`src/rtl/scs_pkg.sv`:
```
package scs_pkg;
    // Bit positions of the status byte (software decodes these)
    localparam int unsigned ST_RDF  = 7;
    localparam int unsigned ST_OVR  = 6;
    localparam int unsigned ST_PE   = 5;
    localparam int unsigned ST_FE   = 4;
    localparam int unsigned ST_RIE  = 3;
    localparam int unsigned ST_CTSE = 2;
    localparam int unsigned ST_TDRE = 1;
    localparam int unsigned ST_TIE  = 0;
    localparam int unsigned ST_W    = 8;

    typedef struct packed {
        logic rdf;
        logic ovr;
        logic pe;
        logic fe;
        logic dcd_evt;
    } rx_state_t;

    typedef struct packed {
        logic rie;
        logic ctse;
        logic tie;
    } ctl_state_t;
endpackage

```
`src/rtl/scs_sync.sv`:
```
module scs_sync #(
    parameter int unsigned STAGES = 2
) (
    input  logic clk,
    input  logic rst_n,
    input  logic async_i,
    output logic level_o,
    output logic rise_o
);
    localparam int unsigned LAST = STAGES - 1;

    typedef struct packed {
        logic [LAST:0] chain;
        logic          prev;
    } sync_t;

    sync_t s_d, s_q;

    always_comb begin
        s_d = s_q;
        s_d.chain[0] = async_i;
        for (int unsigned i = 1; i < STAGES; i++) begin
            s_d.chain[i] = s_q.chain[i-1];
        end
        s_d.prev = s_q.chain[LAST];
    end

    always_ff @(posedge clk) begin
        if (!rst_n) s_q <= '0;
        else        s_q <= s_d;
    end

    assign level_o = s_q.chain[LAST];
    assign rise_o  = s_q.chain[LAST] & ~s_q.prev;
endmodule

```
`src/rtl/scs_rxflags.sv`:
```
module scs_rxflags
    import scs_pkg::*;
(
    input  logic      clk,
    input  logic      rst_n,
    input  logic      rx_done_i,
    input  logic      rx_perr_i,
    input  logic      rx_stop_i,
    input  logic      rdr_rd_i,
    input  logic      err_clr_i,
    input  logic      iostop_i,
    input  logic      dcd_rise_i,
    input  logic      dcd_rd_i,
    input  logic      efr_clr_i,
    output rx_state_t rx_o
);
    rx_state_t r_d, r_q;

    always_comb begin
        r_d = r_q;
        // receive full: read clears, new byte sets (set wins)
        if (rdr_rd_i)  r_d.rdf = 1'b0;
        if (rx_done_i) r_d.rdf = 1'b1;
        if (rx_done_i) begin
            if (r_q.rdf && !rdr_rd_i) r_d.ovr = 1'b1;
            if (rx_perr_i)            r_d.pe  = 1'b1;
            if (!rx_stop_i)           r_d.fe  = 1'b1;
        end
        // error clearing has priority over any set
        if (err_clr_i) begin
            r_d.ovr = 1'b0;
            r_d.pe  = 1'b0;
            r_d.fe  = 1'b0;
        end
        if (iostop_i) r_d.rdf = 1'b0;
        // carrier-detect edge event
        if (dcd_rd_i || efr_clr_i) r_d.dcd_evt = 1'b0;
        if (dcd_rise_i)            r_d.dcd_evt = 1'b1;
    end

    always_ff @(posedge clk) begin
        if (!rst_n) r_q <= '0;
        else        r_q <= r_d;
    end

    assign rx_o = r_q;
endmodule

```
`src/rtl/scs_txflag.sv`:
```
module scs_txflag (
    input  logic clk,
    input  logic rst_n,
    input  logic tdr_wr_i,
    input  logic tsr_load_i,
    input  logic iostop_i,
    input  logic cts_block_i,
    output logic tdre_o
);
    typedef struct packed {
        logic empty;
    } tx_t;

    tx_t t_d, t_q;

    always_comb begin
        t_d = t_q;
        if (tsr_load_i) t_d.empty = 1'b1;
        if (tdr_wr_i)   t_d.empty = 1'b0;
        if (iostop_i)   t_d.empty = 1'b1;
    end

    always_ff @(posedge clk) begin
        if (!rst_n) t_q <= '{empty: 1'b1};
        else        t_q <= t_d;
    end

    assign tdre_o = t_q.empty & ~cts_block_i;
endmodule

```
`src/rtl/scs_status_top.sv`:
```
module scs_status_top
    import scs_pkg::*;
#(
    parameter int unsigned SYNC_STAGES = 2
) (
    input  logic       clk,
    input  logic       rst_n,
    input  logic       iostop_i,
    input  logic       rx_done_i,
    input  logic       rx_perr_i,
    input  logic       rx_stop_i,
    input  logic       rdr_rd_i,
    input  logic       tdr_wr_i,
    input  logic       tsr_load_i,
    input  logic       cts_pin_i,
    input  logic       dcd_pin_i,
    input  logic       dcd_rd_i,
    input  logic       efr_clr_i,
    input  logic       ctl_wr_i,
    input  logic [7:0] ctl_wdata_i,
    output logic [7:0] status_o,
    output logic       rxs_sel_o,
    output logic       irq_o
);
    ctl_state_t c_d, c_q;
    rx_state_t  rx;
    logic       cts_lvl, cts_rise_unused;
    logic       dcd_lvl, dcd_rise;
    logic       tdre;
    logic       err_clr;
    logic       rx_irq, tx_irq;
    logic       unused_wbits;

    assign unused_wbits = ^{ctl_wdata_i[7:4], ctl_wdata_i[1]};

    scs_sync #(.STAGES(SYNC_STAGES)) u_cts_sync (
        .clk(clk), .rst_n(rst_n), .async_i(cts_pin_i),
        .level_o(cts_lvl), .rise_o(cts_rise_unused)
    );

    scs_sync #(.STAGES(SYNC_STAGES)) u_dcd_sync (
        .clk(clk), .rst_n(rst_n), .async_i(dcd_pin_i),
        .level_o(dcd_lvl), .rise_o(dcd_rise)
    );

    assign err_clr = efr_clr_i | dcd_lvl | iostop_i;

    scs_rxflags u_rx (
        .clk(clk), .rst_n(rst_n),
        .rx_done_i(rx_done_i), .rx_perr_i(rx_perr_i), .rx_stop_i(rx_stop_i),
        .rdr_rd_i(rdr_rd_i), .err_clr_i(err_clr), .iostop_i(iostop_i),
        .dcd_rise_i(dcd_rise), .dcd_rd_i(dcd_rd_i), .efr_clr_i(efr_clr_i),
        .rx_o(rx)
    );

    scs_txflag u_tx (
        .clk(clk), .rst_n(rst_n),
        .tdr_wr_i(tdr_wr_i), .tsr_load_i(tsr_load_i), .iostop_i(iostop_i),
        .cts_block_i(c_q.ctse & cts_lvl),
        .tdre_o(tdre)
    );

    always_comb begin
        c_d = c_q;
        if (ctl_wr_i) begin
            c_d.rie  = ctl_wdata_i[ST_RIE];
            c_d.ctse = ctl_wdata_i[ST_CTSE];
            c_d.tie  = ctl_wdata_i[ST_TIE];
        end
    end

    always_ff @(posedge clk) begin
        if (!rst_n) c_q <= '0;
        else        c_q <= c_d;
    end

    always_comb begin
        status_o          = '0;
        status_o[ST_RDF]  = rx.rdf;
        status_o[ST_OVR]  = rx.ovr;
        status_o[ST_PE]   = rx.pe;
        status_o[ST_FE]   = rx.fe;
        status_o[ST_RIE]  = c_q.rie;
        status_o[ST_CTSE] = c_q.ctse;
        status_o[ST_TDRE] = tdre;
        status_o[ST_TIE]  = c_q.tie;
    end

    assign rx_irq    = c_q.rie & (rx.rdf | rx.ovr | rx.pe | rx.fe | rx.dcd_evt);
    assign tx_irq    = c_q.tie & tdre;
    assign irq_o     = rx_irq | tx_irq;
    assign rxs_sel_o = ~c_q.ctse;
endmodule

```
`config.mk`:
```
export PLATFORM = sky130hd
export DESIGN_NAME = scs_status_top
export DESIGN_NICKNAME = d
export VERILOG_FILES = /design/src/rtl/scs_pkg.sv /design/src/rtl/scs_sync.sv /design/src/rtl/scs_rxflags.sv /design/src/rtl/scs_txflag.sv /design/src/rtl/scs_status_top.sv
export SDC_FILE = /design/constraint.sdc
export NUM_CORES = 1
export LEC_CHECK = 0
export ABC_CLOCK_PERIOD_IN_PS = 1600
export BUFFER_PORTS_ARGS = -buffer_cell sky130_fd_sc_hd__buf_4
export CORE_MARGIN = 1
export CORE_UTILIZATION = 39
export CTS_BUF_LIST = sky130_fd_sc_hd__clkbuf_2 sky130_fd_sc_hd__clkbuf_4 sky130_fd_sc_hd__clkbuf_8
export CTS_CLUSTER_SIZE = 25
export DETAILED_ROUTE_END_ITERATION = 7
export PLACE_DENSITY = 0.72
export RECOVER_POWER = 50
export SETUP_SLACK_MARGIN = 0.02
export SYNTH_ARGS = -nofsm -noshare
export SYNTH_HDL_FRONTEND = slang
export SYNTH_SLANG_ARGS = --single-unit
```
`constraint.sdc`:
```
create_clock -name clk -period 1.6 [get_ports clk]
set_input_delay 0.08 -clock clk [delete_from_list [all_inputs] [get_ports clk]]
set_output_delay 0.08 -clock clk [all_outputs]
set_load 0.01 [all_outputs]
```
==> flow_summary.ini <==
[place]
hpwl_um = 760
place_congestion = 0.648
io_buffers = 26
placed_area_um2 = 729

[floorplanning]
io_pins = 32
die-area_um2 = 1580
num_rows = 13
fp.dieW_um = 39.8
core_area_um2 = 1320
initial_utilization_pct = 42.3
die_h_um = 39.8

[worst_setup_path]
startpoint_type = flip-flop
crit_type = flip-flop to output pin
cp_max_fo = 4
end_kind = output pin
critPathArrivalTime_ps = 1330
required_ps = 1520

[clock_network]
clk_pin_slew_ps = 70
htreeDepth = 1
clkLatencyLatePin_ps = 270
cts.sinks = 14
cts_tree = yes
clk_path_buf_depth = 2
numCtsBuffers = 3
cts_root_buffer = clkbuf_4

[routing]
viasPerCell = 4.69
firstDrtPassIters = 3
drtAntennaViolNets = 0
drc_errors = 0
vias = 436
drt_iter0_drc = 4
wl_per_cell_um = 10.3
wl_um = 962

[global_route]
antenna_found_initial = 0
gr-usage-all-layers_pct = 14.8
grt_pass1_wl_mm = 1.45
use_met3_pct = 6.25
grt_start_max_net_pins = 12
grt_pass1_vias = 381
grtUsageMet1_pct = 16.4
use_met2_pct = 22.5
grt.busiest_layer = met2
grt_overflow = 0

[timing]
min_period_ps = 1410
finalCritPeriodShare_pct = 88.1
setup_viol = 0
worst_pin_slew_ps = 373
rsz0062_at_grt = no
slew-limit-headroom_pct = 75.1
setup_tns_ps = 0
finalHoldViolCount = 0
finClkSkew_ps = 0.350
maxSlewViolCount = 0
whs_ps = 15.4
fmax_ghz = 0.710

[pwr]
peakVddDrop_mv = 0.443
p_leak_uw = 0.000345
cellPowerDensity_nw_per_um2 = 853

[logic_synthesis]
seq_area_frac_synth_pct = 50.3
syn_area_per_cell_um2 = 10.3
synth_area_um2 = 557
ys_ff_latch = 14
syn_nets = 76
syn_inst = 54
yosys_warnings = 0
synth.distinct_cells = 21

[layout]
final_util_pct = 57.3
fillers = 132
final_net_count = 102
area_growth_pct = 35.5
design_area_um2 = 754
seqCellArea_um2 = 280
n_antenna_cell = 0
drive_above_1_share_pct = 39.7
multi_input_area_um2 = 220

[status]
outcome = finished clean

[min_path]
min_path_type = primary input to flip-flop

[run]
cap_violations = 0
power by group:
group / total, µW / switching (µW) / internal (µW)
logic: 88.1 / 31.6 / 56.5
clock network: 185 / 97.9 / 87.0
registers: 371 / 8.51 / 362
flip-flops by register name, indices dropped and copies added (netlist names):
name                cells
u_dcd_sync.s_d          1
u_cts_sync.level_o      1
status_o                3
u_tx.t_q                1
u_dcd_sync.s_q          1
u_rx.rx_o               5
u_dcd_sync.level_o      1
u_cts_sync.s_d          1
critical path: stages (launching register included):
cell and delay, ps:
dfxtp_1 340, o31a_1 300, a211o_1 270, buf_4 140
cells in the mapped netlist:
| master | instances | share of area [%] |
|---|---|---|
| o21a_1 | 2 | 2.7 |
| nand3b_1 | 1 | 1.3 |
| nor3b_1 | 1 | 1.3 |
| a21oi_1 | 2 | 1.8 |
| nor2_2 | 1 | 1.1 |
| and2_1 | 5 | 5.6 |
| mux2i_1 | 3 | 5.4 |
| nor2b_1 | 4 | 4.5 |
| a211o_1 | 1 | 1.6 |
| a21boi_1 | 1 | 1.3 |
| or4b_4 | 1 | 2.5 |
| buf_4 | 5 | 6.7 |
| nand2b_1 | 2 | 2.2 |
| a21oi_2 | 2 | 3.1 |
| clkbuf_1 | 1 | 0.67 |
| o21bai_1 | 1 | 1.3 |
| inv_1 | 4 | 2.7 |
| or2b_1 | 1 | 1.3 |
| o31a_1 | 1 | 1.6 |
| nor2_1 | 1 | 0.67 |
| dfxtp_1 | 14 | 50 |
stage by stage:
stage / total power (µW) / instances / setup WS (ps)
after floorplan: 417 / 54 / 589
after global placement: 466 / 89 / 488
after detailed placement: 468 / 89 / 483
after CTS: 659 / 93 / 176
after global routing: 679 / 93 / 138
final: 644 / 93 / 191
repair_timing:
item | in CTS | in global routing
hold buffers | 1 | 0
buffers inserted | 0 | 0
gates resized for setup | 0 | 0
hold endpoints to repair | 1 | 0
final timing paths:
kind | startpoint | endpoint | slack [ps] | cells after the start
min reg2reg | u_cts_sync.s_d[2] | u_cts_sync.level_o | 430 | 1
min | dcd_pin_i | u_dcd_sync.s_d[2] | 20 | 2
max | u_rx.rx_o[4] | irq_o | 190 | 3
max reg2reg | u_dcd_sync.level_o | u_rx.rx_o[3] | 530 | 2
layout make-up:
class,instances,share of cell area (%)
tap,15,2.49
multi-input combinational,30,29.2
timing repair buffer,27,26.2
inverter,4,1.99
sequential,14,37.1
clock buffer,3,2.99
layer usage:
| layer | share of wire [%] | vias up | wire length (µm) |
|---|---|---|---|
| met2 | 50 | 18 | 477 |
| met1 | 43 | 197 | 414 |
| met3 | 7.3 | 0 | 70 |
| met5 | 0 | - | 0 |
| met4 | 0 | 0 | 0 |
| li1 | - | 221 | - |
layout by cell type (no fill, tap or decap), types with 2 or more instances in the layout:
cell,count
mux2i_1,3
dfxtp_1,14
inv_1,4
o21a_1,2
a21oi_1,2
nor2b_1,4
clkbuf_1,2
clkbuf_4,4
nand2b_1,2
and2_1,5
buf_4,23
a21oi_2,2
kinds of logic (layout without fill, tap and decap cells):
group | Yosys count | after routing | synth area share [%]
AOI/OAI and AO/OA | 10 | 10 | 13.5
buffers and inverters | 10 | 34 | 10.1
DFF | 14 | 14 | 50.3
muxes | 3 | 3 | 5.39
and+or+nand+nor | 17 | 17 | 20.7
No activity file was read; power rests on OpenSTA's default activity.
